`src/rtl/pllsyn_pkg.sv`:
```
// Shared constants and types for the synthesizer digital core.
package pllsyn_pkg;
    // Smallest divide ratio either counter will use.
    localparam int MIN_RATIO = 2;

    // Phase detector state: bit 0 = up pending, bit 1 = down pending.
    typedef enum logic [1:0] {
        PFD_IDLE = 2'b00,
        PFD_UP   = 2'b01,
        PFD_DN   = 2'b10,
        PFD_BOTH = 2'b11
    } pfd_state_e;
endpackage

```
`src/rtl/pllsyn_quad.sv`:
```
// Half-rate quadrature generator.
// Two flops form a Johnson ring that advances on every oscillator edge
// pulse, so I leads Q by one oscillator half period (a quarter of the
// output period). Assumes osc_edge is a one-cycle pulse per edge.
module pllsyn_quad (
    input  logic clk,
    input  logic rst_n,
    input  logic osc_edge,
    output logic lo_i,
    output logic lo_q
);
    // Johnson ring step: I takes not-Q, Q takes I.
    always_ff @(posedge clk) begin
        if (!rst_n) begin
            lo_i <= 1'b0;
            lo_q <= 1'b0;
        end else if (osc_edge) begin
            lo_i <= ~lo_q;
            lo_q <= lo_i;
        end
    end

    // Q follows I by one step
    p_quad_follow_r2: assert property (@(posedge clk) disable iff (!rst_n)
        osc_edge |=> (lo_q == $past(lo_i)));
    // no step without an edge pulse
    p_quad_hold_r2: assert property (@(posedge clk) disable iff (!rst_n)
        !osc_edge |=> $stable({lo_i, lo_q}));
endmodule

```
`src/rtl/pllsyn_prescale.sv`:
```
// Fixed feedback prescaler.
// Counts oscillator edge pulses and emits one registered step for every
// PRE_DIV oscillator periods (2*PRE_DIV edge pulses).
module pllsyn_prescale #(
    parameter int PRE_DIV = 4
) (
    input  logic clk,
    input  logic rst_n,
    input  logic osc_edge,
    output logic pre_step
);
    localparam int PRE_HALF = 2 * PRE_DIV;
    localparam int PC_W     = $clog2(PRE_HALF);
    localparam logic [PC_W-1:0] LAST = PC_W'(PRE_HALF - 1);

    logic [PC_W-1:0] cnt;

    // Edge counter with wrap and registered step output.
    always_ff @(posedge clk) begin
        if (!rst_n) begin
            cnt      <= '0;
            pre_step <= 1'b0;
        end else begin
            pre_step <= osc_edge && (cnt == LAST);
            if (osc_edge) cnt <= (cnt == LAST) ? '0 : cnt + 1'b1;
        end
    end

    // a step is always followed by a quiet cycle
    p_step_pulse_r3: assert property (@(posedge clk) disable iff (!rst_n)
        pre_step |=> !pre_step);
endmodule

```
`src/rtl/pllsyn_div.sv`:
```
// Programmable divide-by-ratio counter with deferred reload.
// Counts step pulses and emits a one-cycle terminal pulse every `act`
// steps. A loaded ratio is kept aside and becomes active only at the
// next wrap. Ratios below MIN_RATIO are raised to MIN_RATIO.
module pllsyn_div #(
    parameter int W   = 12,
    parameter int DEF = 3
) (
    input  logic         clk,
    input  logic         rst_n,
    input  logic         step,
    input  logic         load,
    input  logic [W-1:0] word,
    output logic         tc
);
    localparam logic [W-1:0] MINV  = W'(pllsyn_pkg::MIN_RATIO);
    localparam logic [W-1:0] DEF_V = (DEF < pllsyn_pkg::MIN_RATIO) ? MINV : W'(DEF);

    logic [W-1:0] act;
    logic [W-1:0] shadow;
    logic         armed;
    logic [W-1:0] cnt;
    logic [W-1:0] word_c;
    logic         wrap;

    // Floor the incoming ratio.
    always_comb word_c = (word < MINV) ? MINV : word;
    // Wrap happens on a step while the count sits at zero.
    always_comb wrap = step && (cnt == '0);

    // Count down, reload at wrap, capture and arm on load.
    always_ff @(posedge clk) begin
        if (!rst_n) begin
            act    <= DEF_V;
            shadow <= DEF_V;
            armed  <= 1'b0;
            cnt    <= DEF_V - 1'b1;
            tc     <= 1'b0;
        end else begin
            tc <= wrap;
            if (wrap) begin
                if (armed) begin
                    act   <= shadow;
                    cnt   <= shadow - 1'b1;
                    armed <= 1'b0;
                end else begin
                    cnt <= act - 1'b1;
                end
            end else if (step) begin
                cnt <= cnt - 1'b1;
            end
            if (load) begin
                shadow <= word_c;
                armed  <= 1'b1;
            end
        end
    end

    // active ratio never below the floor
    p_act_floor_r6: assert property (@(posedge clk) disable iff (!rst_n)
        act >= MINV);
    // active ratio only changes at a wrap
    p_act_at_wrap_r5: assert property (@(posedge clk) disable iff (!rst_n)
        !wrap |=> $stable(act));
    // terminal output is a single-cycle pulse
    p_tc_pulse_r4: assert property (@(posedge clk) disable iff (!rst_n)
        tc |=> !tc);
endmodule

```
`src/rtl/pllsyn_pfd.sv`:
```
// Phase/frequency detector.
// Latches up on a reference event and down on a feedback event. When
// both are latched they stay high together for one cycle and then both
// clear. Events that arrive during the clearing cycle are dropped.
module pllsyn_pfd (
    input  logic clk,
    input  logic rst_n,
    input  logic ref_ev,
    input  logic fb_ev,
    output logic cp_up,
    output logic cp_dn
);
    import pllsyn_pkg::*;

    pfd_state_e st;

    // State update: set on events, clear one cycle after both are set.
    always_ff @(posedge clk) begin
        if (!rst_n)               st <= PFD_IDLE;
        else if (st == PFD_BOTH)  st <= PFD_IDLE;
        else                      st <= pfd_state_e'(st | {fb_ev, ref_ev});
    end

    // Decode the pump controls from the state bits.
    always_comb begin
        cp_up = st[0];
        cp_dn = st[1];
    end

    // coincident pulses clear after one cycle
    p_clear_r9: assert property (@(posedge clk) disable iff (!rst_n)
        (cp_up && cp_dn) |=> (!cp_up && !cp_dn));
    // reference event raises up
    p_up_set_r8: assert property (@(posedge clk) disable iff (!rst_n)
        (ref_ev && !(cp_up && cp_dn)) |=> cp_up);
    // feedback event raises down
    p_dn_set_r8: assert property (@(posedge clk) disable iff (!rst_n)
        (fb_ev && !(cp_up && cp_dn)) |=> cp_dn);
endmodule

```
`src/rtl/pllsyn_core.sv`:
```
// Synthesizer digital core top.
// Feedback path: oscillator edges -> fixed prescaler -> main counter.
// Reference path: crystal ticks -> reference counter. Both divided events
// drive the phase/frequency detector. Oscillator edges also drive the
// quadrature generator. All inputs are single-cycle pulses that are
// synchronous to clk.
module pllsyn_core #(
    parameter int N_W     = 12,
    parameter int R_W     = 8,
    parameter int PRE_DIV = 4,
    parameter int DEF_N   = 3,
    parameter int DEF_R   = 5
) (
    input  logic           clk,
    input  logic           rst_n,
    input  logic           osc_edge,
    input  logic           xtal_tick,
    input  logic           ratio_load,
    input  logic [N_W-1:0] n_ratio,
    input  logic [R_W-1:0] r_ratio,
    output logic           cp_up,
    output logic           cp_dn,
    output logic           lo_i,
    output logic           lo_q,
    output logic           fb_edge,
    output logic           ref_edge
);
    logic pre_step;

    pllsyn_quad u_quad (
        .clk(clk), .rst_n(rst_n), .osc_edge(osc_edge),
        .lo_i(lo_i), .lo_q(lo_q)
    );

    pllsyn_prescale #(.PRE_DIV(PRE_DIV)) u_pre (
        .clk(clk), .rst_n(rst_n), .osc_edge(osc_edge), .pre_step(pre_step)
    );

    pllsyn_div #(.W(N_W), .DEF(DEF_N)) u_ndiv (
        .clk(clk), .rst_n(rst_n), .step(pre_step), .load(ratio_load),
        .word(n_ratio), .tc(fb_edge)
    );

    pllsyn_div #(.W(R_W), .DEF(DEF_R)) u_rdiv (
        .clk(clk), .rst_n(rst_n), .step(xtal_tick), .load(ratio_load),
        .word(r_ratio), .tc(ref_edge)
    );

    pllsyn_pfd u_pfd (
        .clk(clk), .rst_n(rst_n), .ref_ev(ref_edge), .fb_ev(fb_edge),
        .cp_up(cp_up), .cp_dn(cp_dn)
    );

    // feedback event needs a prescaler step before it
    p_fb_after_step_r3: assert property (@(posedge clk) disable iff (!rst_n)
        fb_edge |-> $past(pre_step));
endmodule

```
`config.mk`:
```
export PLATFORM = sky130hd
export DESIGN_NAME = pllsyn_core
export DESIGN_NICKNAME = d
export VERILOG_FILES = /design/src/rtl/pllsyn_pkg.sv /design/src/rtl/pllsyn_quad.sv /design/src/rtl/pllsyn_prescale.sv /design/src/rtl/pllsyn_div.sv /design/src/rtl/pllsyn_pfd.sv /design/src/rtl/pllsyn_core.sv
export SDC_FILE = /design/constraint.sdc
export NUM_CORES = 1
export LEC_CHECK = 0
export BUFFER_PORTS_ARGS = -buffer_cell sky130_fd_sc_hd__buf_2
export CAP_MARGIN = 20
export CORE_ASPECT_RATIO = 1.1
export CORE_MARGIN = 10
export CORE_UTILIZATION = 50
export CTS_CLUSTER_SIZE = 12
export DETAILED_ROUTE_END_ITERATION = 10
export PLACE_DENSITY_LB_ADDON = 0.1
export SLEW_MARGIN = 20
export SYNTH_ARGS = -nofsm -noshare
export SYNTH_HDL_FRONTEND = slang
export SYNTH_SLANG_ARGS = --single-unit
```
`constraint.sdc`:
```
create_clock -name clk -period 3.5 [get_ports clk]
set_clock_uncertainty 0.15 [all_clocks]
set_input_delay 0.525 -clock clk [delete_from_list [all_inputs] [get_ports clk]]
set_output_delay 0.525 -clock clk [all_outputs]
set_load 0.01 [all_outputs]
```
==> reports/metrics.yaml <==
worst_setup_path:
  cpMaxStageDelayCell: "nor4b_1"
  reg2reg_start: "u_pre.pre_step"
  crit_required_ns: 3.58
  crit-reg2reg-capture: "u_ndiv.cnt[6]"
  start_kind: "flip-flop"
  critPathCapture: "u_ndiv.cnt[6]"
  cp_cell_sequence: "buf_4, nor4b_1, and4_1, a21oi_1, ha_1, nand2b_1, nor2_1, o21ai_0, nor2_1, and2_1, o31a_1"
  r2r_setup_slack_ns: 0.71
  critical_path.endpoint_type: "flip-flop"
  worstSetupPathType: "reg -> reg"
  timing.critical_path.mode_cell: "nor2_1"
  worstPathArrival_ns: 2.87
  crit_path_max_fanout: 18
  cp-startpoint: "u_pre.pre_step"
  r2r_cells: 11
  cp_slowest_stage_delay_ns: 0.42
global_routing:
  grt_usage_pct: 14.8
  via_count_of_the_first_global_routing_pass: 2968
  antenna_violations_before_repair: 0
  largest_net_degree_at_the_start_of_global_routing: 49
  overflow_after_grt: 0
  global_route_wire_length_before_repair_um: 13800
final_layout:
  finalInstanceArea_mm2: 0.00408
  area.sequential_mm2: 0.00144
  flow.area_growth_from_synthesis_pct: 9.37
  final_layout_size_suffix_gt1_share_pct: 15.4
  total_area_of_multi_input_combinational_cells_mm2: 0.00212
  fillCellCount: 661
  num_antenna_cells: 0
  finish.net_count: 479
clock_network:
  register_clock_pin_slew_on_the_reported_worst_setup_and_hold_paths_ns: 0.08
  clock-sinks: 72
  cts-htree-levels: 3
  post_cts.resized_instances: 0
  clockBufferDepth: 2
  post-cts-setup-buffer-count: 0
  master_cell_of_the_clock_root_buffer: "clkbuf_8"
  cts_hold_buffers: 0
  cts_tree: "built"
  cts_bufs_inserted: 9
  clk-insertion-delay-late_ns: 0.35
synthesis:
  synthCells: 430
  synthTopCellsByCount: "dfxtp_1, nand2_1, mux2i_1"
  postSynthNetCount: 459
  synthTopCellsByArea: "dfxtp_1, mux2i_1, a21boi_0, nor2b_1, mux2_2"
  synth_ff_type: "dfxtp_1"
  synth-warning-count: 0
  avgSynthCellArea_um2: 8.67
  synthMostInstantiatedCell: "dfxtp_1"
  synth_enable_flop_cells: 0
  synth_largest_type_area_fraction_pct: 38.7
  ys_seq_area_share_pct: 38.7
  postSynthRegisterBits: 72
  ys_async_sr_fraction_pct: 0
  synth_cell_type_count: 49
  netlist.top_cell.by_area: "dfxtp_1"
  syn-cell-area_mm2: 0.00373
drt:
  ant_nets: 0
  drt_iter0_drc: 117
  num_vias: 3093
  wire_per_inst_um: 15.1
  drc_errors: 0
  via_density_per_instance: 5.74
  detail_route.wirelength_um: 8130
  drt-pass1-iter-count: 4
timing:
  timing.final.crit_share_pct: 79.7
  timing.slew.headroom_pct: 51.2
  clock.fmax_ghz: 0.359
  slew_viol_final: 0
  setup-tns-final_ns: 0
  final_hold_viol_count: 0
  setup_repair_after_global_routing_missed_its_margin: "no"
  finalSetupViolations: 0
  period_needed_ns: 2.79
  timing_worst_slew_pin_value_ns: 0.731
power_and_ir_drop:
  netSwitchingPower_w: 0.000441
  total_leakage_power_nw: 1.58
  comb_power_share_pct: 10.6
  power.share.sequential_pct: 53.9
  clkPwrFrac_pct: 35.4
  peakVddDrop_mv: 0.318
  post-layout-total-power_w: 0.00163
  swShare_pct: 27.1
  cell_internal_pwr_w: 0.00118
  powerDensity_mw_per_mm2: 399
floorplanning:
  dieWidth_um: 102
  die_height_um: 111
  start_util_pct: 52.3
  i_o_pins: 31
  rows: 32
  design.die.area_mm2: 0.0113
  core_region_area_mm2: 0.00713
placed_design:
  io_buffers: 30
  finalWeightedCongestion: 0.819
  dpl-instance-area_mm2: 0.00391
  place.detailed.hpwl_um: 5810
outcome:
  run_status: "finished, final reports clean"
job:
  cap_viol_max_count: 0
min_path:
  worstHoldPathType: "in -> reg"
[worst max-delay path, delay by kind of cell (launching register included)]
family | cells | cell delay (ns)
AOI/OAI and AO/OA | 3 | 0.55
adders and majority gates | 1 | 0.23
and+or+nand+nor | 6 | 1.21
DFF | 1 | 0.31
buffers and inverters | 1 | 0.22
[cells by family after synthesis]
family	after synthesis	share of synthesized area, %
and+or+nand+nor	170	23.5
AOI/OAI and AO/OA	93	17.2
DFF	72	38.7
muxes	53	14.7
buffers and inverters	37	4.36
adders and majority gates	4	1.34
xor gates and xnor gates	1	0.235
[power by group through the flow]
stage | clock [W] | combinational, W | sequential [W]
after CTS | 0.000599 | 0.000174 | 0.000876
final | 0.000576 | 0.000172 | 0.000877
after global placement | 0 | 0.000169 | 0.000895
after detailed placement | 0 | 0.000173 | 0.000896
after floorplan | 0 | 0.000134 | 0.000886
after global routing | 0.000634 | 0.000194 | 0.000881
[how the worst min path moves through the flow]
stage	from	end	slack (ns)	cells past startpoint
finish	r_ratio[2]	u_rdiv.shadow[2]	0.26	3
global route	r_ratio[2]	u_rdiv.shadow[2]	0.27	3
CTS	r_ratio[2]	u_rdiv.shadow[2]	0.24	3
detailed placement	u_rdiv.act[7]	u_rdiv.act[7]	0.31	2
global placement	u_ndiv.act[8]	u_ndiv.act[8]	0.30	2
floorplan	u_ndiv.act[7]	u_ndiv.act[7]	0.29	2
[per-stage QoR]
step | util [%] | std cells | setup slack, ns | hold WS [ns]
6_report | 57.2 | 539 | 0.711 | 0.261
3_5_place_dp | 54.8 | 524 | 0.606 | 0.308
4_1_cts | 57.2 | 539 | 0.728 | 0.238
5_1_grt | 57.2 | 539 | 0.503 | 0.267
3_3_place_gp | 54.8 | 524 | 0.685 | 0.301
2_1_floorplan | - | 430 | 0.655 | 0.291
[cell type report]
cell class              count  share of cell area (%)
well taps                  85                    2.61
multi-input cells         321                    52.1
repair buffers             37                    4.97
flip-flops and latches     72                    35.4
inverters                   9                   0.829
clock buffers               9                    3.04
clock inverters             6                    1.10
[cell usage in the layout, fill, tap and decap left out, drive strengths merged, types with 2 or more instances in the layout]
cell	synthesis	layout
and2	10	10
o211ai	2	2
or3	5	5
nor2	21	21
clkinv	0	2
nor4b	3	3
a21oi	20	20
a2111oi	3	3
a22oi	2	2
nand3	28	28
a211oi	2	2
nand4	2	2
a31oi	3	3
mux2i	39	39
dfxtp	72	72
buf	10	37
o21ai	13	13
o22ai	4	4
a31o	3	3
nand2	42	42
nor2b	26	26
and3	2	2
nor3b	3	3
clkbuf	18	9
inv	9	10
o31a	2	2
o21bai	2	2
nand3b	4	4
o21a	5	5
ha	4	4
mux2	14	14
nor3	15	15
nor4	5	5
clkinvlp	0	3
a21boi	24	24
o211a	2	2
[layer usage]
metal  vias to the layer above  GRT usage [%]  wire, um
met4                         0           5.71       131
met5                         -              0         0
met3                        10           3.11       218
met2                        43           25.3      4140
met1                      1462           17.5      3640
li1                       1578              -         -
[flip-flops by register name (all words and copies together), names as in the netlist]
register / count
u_pfd.st: 2
u_rdiv.shadow: 8
u_ndiv.tc: 1
u_pre.cnt: 3
u_ndiv.cnt: 12
u_rdiv.cnt: 8
u_pre.pre_step: 1
u_rdiv.act: 8
u_rdiv.armed: 1
u_ndiv.shadow: 12
u_ndiv.act: 12
u_quad.lo_q: 1
u_quad.lo_i: 1
u_ndiv.armed: 1
u_rdiv.tc: 1
No activity file was read; power rests on OpenSTA's default activity.
